### src/rtl/modemap_pkg.sv
package modemap_pkg;

  typedef struct packed {
    logic       boot;
    logic       special;
    logic       mda;
    logic       vis;
    logic [3:0] psel;
  } prio_reg_t;

  // Mode bits {boot, special, mode-A} from pins {b, a}
  function automatic logic [2:0] mode_from_pins(input logic pin_b, input logic pin_a);
    logic [2:0] m;
    unique case ({pin_b, pin_a})
      2'b10:   m = 3'b000;
      2'b11:   m = 3'b001;
      2'b00:   m = 3'b110;
      default: m = 3'b011;
    endcase
    return m;
  endfunction

endpackage

### src/rtl/mm_mode_reg.sv
module mm_mode_reg
  import modemap_pkg::*;
#(
  parameter int         DATA_W   = 8,
  parameter logic [3:0] PSEL_RST = 4'b0101
) (
  input  logic              clk,
  input  logic              rst,
  input  logic              pin_b,
  input  logic              pin_a,
  input  logic              wr_en,
  input  logic [DATA_W-1:0] wdata,
  output prio_reg_t         prio_q
);

  logic [2:0] pin_mode;

  assign pin_mode = mode_from_pins(pin_b, pin_a);

  always_ff @(posedge clk) begin
    if (rst) begin
      prio_q.boot    <= pin_mode[2];
      prio_q.special <= pin_mode[1];
      prio_q.mda     <= pin_mode[0];
      prio_q.vis     <= 1'b0;
      prio_q.psel    <= PSEL_RST;
    end else if (wr_en) begin
      prio_q.vis  <= wdata[4];
      prio_q.psel <= wdata[3:0];
      if (prio_q.special) begin
        prio_q.boot    <= wdata[7];
        prio_q.special <= wdata[6];
        prio_q.mda     <= wdata[5];
      end
    end
  end

endmodule

### src/rtl/mm_map_reg.sv
module mm_map_reg #(
  parameter int         DATA_W      = 8,
  parameter int         LOCK_CYCLES = 64,
  parameter logic [7:0] MAP_RST     = 8'h01
) (
  input  logic              clk,
  input  logic              rst,
  input  logic              wr_req,
  input  logic              special,
  input  logic [DATA_W-1:0] wdata,
  output logic [DATA_W-1:0] map_q
);

  localparam int CNT_W = $clog2(LOCK_CYCLES + 1);
  localparam logic [CNT_W-1:0] CNT_LIM  = CNT_W'(LOCK_CYCLES);
  localparam logic [CNT_W-1:0] CNT_LAST = CNT_W'(LOCK_CYCLES - 1);

  logic [CNT_W-1:0] cyc_q;
  logic             locked_q;
  logic             wr_ok;

  assign wr_ok = wr_req && (special || !locked_q);

  always_ff @(posedge clk) begin
    if (rst) begin
      map_q    <= MAP_RST;
      cyc_q    <= '0;
      locked_q <= 1'b0;
    end else begin
      if (wr_ok) map_q <= wdata;
      if (cyc_q != CNT_LIM) cyc_q <= cyc_q + 1'b1;
      if ((wr_ok && !special) || (cyc_q == CNT_LAST)) locked_q <= 1'b1;
    end
  end

endmodule

### src/rtl/mm_addr_dec.sv
module mm_addr_dec #(
  parameter int          ADDR_W       = 16,
  parameter int          REG_BLK_BITS = 6,
  parameter int          RAM_BLK_BITS = 8,
  parameter logic [15:0] ROM_LO       = 16'hBF40,
  parameter logic [15:0] ROM_HI       = 16'hBFFF
) (
  input  logic [ADDR_W-1:0] addr,
  input  logic              access,
  input  logic [3:0]        ram_page,
  input  logic [3:0]        reg_page,
  input  logic              boot,
  output logic              cs_reg,
  output logic              cs_ram,
  output logic              cs_rom
);

  localparam int PAGE_LSB = ADDR_W - 4;

  logic hit_reg, hit_ram, hit_rom;

  assign hit_reg = (addr[ADDR_W-1:PAGE_LSB] == reg_page) &&
                   (addr[PAGE_LSB-1:REG_BLK_BITS] == '0);
  assign hit_ram = (addr[ADDR_W-1:PAGE_LSB] == ram_page) &&
                   (addr[PAGE_LSB-1:RAM_BLK_BITS] == '0);
  assign hit_rom = boot && (addr >= ADDR_W'(ROM_LO)) && (addr <= ADDR_W'(ROM_HI));

  // Fixed precedence: register block, then RAM, then ROM
  always_comb begin
    cs_reg = 1'b0;
    cs_ram = 1'b0;
    cs_rom = 1'b0;
    if (access) begin
      if (hit_reg)      cs_reg = 1'b1;
      else if (hit_ram) cs_ram = 1'b1;
      else if (hit_rom) cs_rom = 1'b1;
    end
  end

endmodule

### src/rtl/modemap_ctrl.sv
module modemap_ctrl
  import modemap_pkg::*;
#(
  parameter int         ADDR_W       = 16,
  parameter int         DATA_W       = 8,
  parameter int         LOCK_CYCLES  = 64,
  parameter int         REG_BLK_BITS = 6,
  parameter int         RAM_BLK_BITS = 8,
  parameter logic [5:0] PRIO_OFS     = 6'h3C,
  parameter logic [5:0] MAP_OFS      = 6'h3D
) (
  input  logic              clk,
  input  logic              rst,
  input  logic              mode_pin_b,
  input  logic              mode_pin_a,
  input  logic [ADDR_W-1:0] bus_addr,
  input  logic [DATA_W-1:0] bus_wdata,
  input  logic              bus_wr,
  input  logic              bus_rd,
  input  logic [DATA_W-1:0] int_rdata,
  output logic              cs_reg,
  output logic              cs_ram,
  output logic              cs_rom,
  output logic [DATA_W-1:0] ctrl_rdata,
  output logic [DATA_W-1:0] ext_data_out,
  output logic              ext_data_oe,
  output logic              mode_boot,
  output logic              mode_special,
  output logic              mode_sel_a,
  output logic              vis_en,
  output logic [3:0]        prio_sel
);

  prio_reg_t         prio_q;
  logic [DATA_W-1:0] map_q;
  logic              hit_prio, hit_map;

  mm_addr_dec #(
    .ADDR_W(ADDR_W), .REG_BLK_BITS(REG_BLK_BITS), .RAM_BLK_BITS(RAM_BLK_BITS)
  ) u_dec (
    .addr(bus_addr), .access(bus_rd | bus_wr),
    .ram_page(map_q[7:4]), .reg_page(map_q[3:0]), .boot(prio_q.boot),
    .cs_reg(cs_reg), .cs_ram(cs_ram), .cs_rom(cs_rom)
  );

  assign hit_prio = cs_reg && (bus_addr[REG_BLK_BITS-1:0] == PRIO_OFS);
  assign hit_map  = cs_reg && (bus_addr[REG_BLK_BITS-1:0] == MAP_OFS);

  mm_mode_reg #(.DATA_W(DATA_W)) u_mode (
    .clk(clk), .rst(rst), .pin_b(mode_pin_b), .pin_a(mode_pin_a),
    .wr_en(bus_wr && hit_prio), .wdata(bus_wdata), .prio_q(prio_q)
  );

  mm_map_reg #(.DATA_W(DATA_W), .LOCK_CYCLES(LOCK_CYCLES)) u_map (
    .clk(clk), .rst(rst), .wr_req(bus_wr && hit_map),
    .special(prio_q.special), .wdata(bus_wdata), .map_q(map_q)
  );

  always_comb begin
    ctrl_rdata = '0;
    if (hit_prio)     ctrl_rdata = prio_q;
    else if (hit_map) ctrl_rdata = map_q;
  end

  assign ext_data_oe  = prio_q.vis && bus_rd && (cs_reg || cs_ram || cs_rom);
  assign ext_data_out = !ext_data_oe ? '0 :
                        (hit_prio || hit_map) ? ctrl_rdata : int_rdata;

  assign mode_boot    = prio_q.boot;
  assign mode_special = prio_q.special;
  assign mode_sel_a   = prio_q.mda;
  assign vis_en       = prio_q.vis;
  assign prio_sel     = prio_q.psel;

endmodule

### config.mk
export PLATFORM = sky130hd
export DESIGN_NAME = modemap_ctrl
export DESIGN_NICKNAME = d
export VERILOG_FILES = /design/src/rtl/modemap_pkg.sv /design/src/rtl/mm_mode_reg.sv /design/src/rtl/mm_map_reg.sv /design/src/rtl/mm_addr_dec.sv /design/src/rtl/modemap_ctrl.sv
export SDC_FILE = /design/constraint.sdc
export NUM_CORES = 1
export LEC_CHECK = 0
export ABC_CLOCK_PERIOD_IN_PS = 2300
export BUFFER_PORTS_ARGS = -buffer_cell sky130_fd_sc_hd__buf_4
export CAP_MARGIN = 20
export CORE_MARGIN = 2
export CORE_UTILIZATION = 25
export DETAILED_ROUTE_END_ITERATION = 8
export PLACE_DENSITY = 0.59
export SETUP_SLACK_MARGIN = 0.1
export SLEW_MARGIN = 0
export SYNTH_ARGS = -nofsm -noshare
export SYNTH_HDL_FRONTEND = slang
export SYNTH_HIERARCHICAL = 1
export SYNTH_SLANG_ARGS = --single-unit
### constraint.sdc
create_clock -name clk -period 2.3 [get_ports clk]
set_input_delay 0.23 -clock clk [delete_from_list [all_inputs] [get_ports clk]]
set_output_delay 0.23 -clock clk [all_outputs]
set_load 0.03 [all_outputs]
==> qor.yml <==
outcome: "finished, final reports clean"
drc: 0
core_mm2: 0.00624
io_pins: 66
cts.sinks: 24
synth-edff-count: 3
tightest_slew_ps: 832
die_area_mm2: 0.00701
synth_warnings: 6
reg2reg_setup_slack_ps: 260
finalSetupViolCount: 0
synth.distinct_cells: 45
grt_pass1_vias: 1537
die_y_um: 83.7
r2r_start: "u_map/map_q[3]"
hold_violations: 0
netlist_instances: 174
n_antenna_cell: 0
antenna_found_initial: 0
viasPerCell: 4.81
final_cell_mix: "buf_4, dfxtp_1, a21oi_1, buf_6, mux2i_1"
powerDensity_mw_per_mm2: 385
fin_crit_sh: 0.985
drv_cap: 0
fin_tns_setup_ps: 0
dp_hpwl_um: 3540
p_leak_nw: 0.976
ys_ff_latch: 24
synth_ff_type: "dfxtp_1"
clkLatencyLatePin_ps: 260
num_rows: 29
rsz0062_at_grt: "yes"
cts_max_path_buffers: 2
period_needed_ps: 2270
ant_nets: 0
min_path_type: "in2reg"
synthesis.nets: 214
io_buffers: 65
htree_num_levels: 1
grt_util_all_layers: 0.125
routedWlPerCell_um: 14.2
critPathKind: "reg2out"
hold_depth: 2
overflow: 0
dpl.cell_count: 313
cp_data_required_time_ps: 2070
synth-seq-area-share: 0.321
numCtsBuffers: 3
slew_viol_final: 0
first_pass_iters: 4
tritoncts: "built"
relSlewSlack: 0.444
vias: 1553
fin_skew_ps: 5.69
crit_path_end_kind: "primary output"
drtIter0Drc: 66
syn_area_mm2: 0.00159
min_from: "bus_wdata[0]"
cp-start-kind: "flop"
crit_fanout: 9
min_to: "u_mode/prio_q[0]"
syn_avg_cell_area_um2: 9.13
vdd_drop_max_uv: 361
layout.nets: 287
rr_endpoint: "u_mode/prio_q[5]"
syn_to_final_growth_pct: 56.3
async_reset_ff_frac: 0
path_clk_slew_ps: 90
drive_gt1_frac: 0.496
grt_max_degree: 30
cts-root-buf: "clkbuf_8"
layout_commonest_cell: "buf_4"
fin_cells: 323
gp_congestion: 0.791
cp_data_arrival_time_ps: 2040
fmax_mhz: 441
drt-total-wl_um: 4590
reg2reg_depth: 9
initial_utilization: 0.255
die_w_um: 83.7
grt_pass1_wl_um: 7310
==> report_power, final <==
part | leakage, nW | switching, mW | internal (mW) | total [mW]
Combinational | 0.741 | 0.0714 | 0.0746 | 0.146
Sequential | 0.199 | 0.0122 | 0.433 | 0.445
Clock | 0.0357 | 0.133 | 0.233 | 0.365
==> logic make-up (layout without fill, tap and decap cells) <==
kind of cell / Yosys count / in the layout / synth area share
flops: 24 / 24 / 0.321
buf+inv: 17 / 89 / 0.0701
fa+ha+maj: 2 / 2 / 0.0157
xor+xnor: 11 / 11 / 0.0606
mux: 13 / 13 / 0.0850
compound gates: 43 / 43 / 0.201
simple gates: 64 / 64 / 0.246
==> critical path: stages, from the launching register on <==
cell,delay (ps)
dfxtp_2,350
xnor2_1,140
nand4_1,120
nor4_2,200
and2_4,200
buf_6,100
o311ai_4,100
buf_12,170
a211oi_2,210
buf_4,190
==> layout make-up <==
class                           count  area [um^2]
Clock buffer                        3         41.3
Tap cell                           77         96.3
Inverter                            7         28.8
Multi-Input combinational cell    133         1100
Timing Repair Buffer               78          672
Sequential cell                    24          514
Clock inverter                      1         30.0
Fill cell                         610         3760
==> synthesized netlist by cell type (2+ instances only) <==
cell type,n,area share
nand2_1,7,0.017
nor3_1,5,0.016
a21oi_1,16,0.050
xnor2_1,9,0.050
dfxtp_1,21,0.26
a211o_1,2,0.011
o21ai_1,2,0.0063
mux2i_1,12,0.076
nand3b_1,8,0.038
buf_6,4,0.028
a211oi_2,8,0.063
nor2b_1,3,0.012
clkbuf_1,4,0.0094
inv_1,7,0.017
and3_1,2,0.0079
nand4_1,4,0.016
xor2_1,2,0.011
and2_1,2,0.0079
ha_1,2,0.016
o21ai_0,9,0.028
nor2_1,15,0.035
nand3_1,5,0.016
edfxtp_1,3,0.057
==> registers in the layout (all words and copies together), names as in the netlist <==
signal and count:
u_map/cyc_q 7, u_map/map_q 8, u_mode/prio_q 8, u_map/locked_q 1
==> metal layers <==
metal	wire (um)	GRT usage
met1	2080	0.164
met5	0	0
met2	2210	0.214
met4	23	0.0220
met3	280	0.0267
==> how the worst max path moves through the flow <==
stage | start | endpoint | slack [ps] | cells after the start
floorplan | bus_addr[11] | u_map/map_q[1] | -20 | 13
global placement | bus_addr[11] | u_mode/prio_q[5] | 30 | 10
detailed placement | bus_addr[11] | u_mode/prio_q[5] | 10 | 10
CTS | u_map/map_q[3] | ext_data_out[4] | -110 | 9
global route | u_map/map_q[3] | ext_data_out[5] | -130 | 9
finish | u_map/map_q[3] | ext_data_out[3] | 30 | 9
==> repair_timing <==
| item | 4_1_cts | 5_1_grt |
|---|---|---|
| hold buffers | 0 | 0 |
| resized for setup | 36 | 9 |
| buffers inserted | 5 | 0 |
| gates cloned | 0 | 1 |
| pin swaps | 15 | 7 |
| endpoints found under the setup margin | 16 | 37 |
| hold endpoints to repair | 0 | 0 |
==> stage by stage <==
stage	utilization	total power, mW	instance area, um^2	hold slack (ps)	worst slack [ps]
finish	0.398	0.956	2480	181	34.6
global route	0.398	1.00	2480	166	-129
CTS	0.391	0.968	2440	177	-107
detailed placement	0.352	0.595	2200	461	10.6
global placement	0.352	0.593	2200	457	33.8
floorplan	-	0.519	1630	329	-19.2
Note: power is estimated with default switching activity, not from simulation.
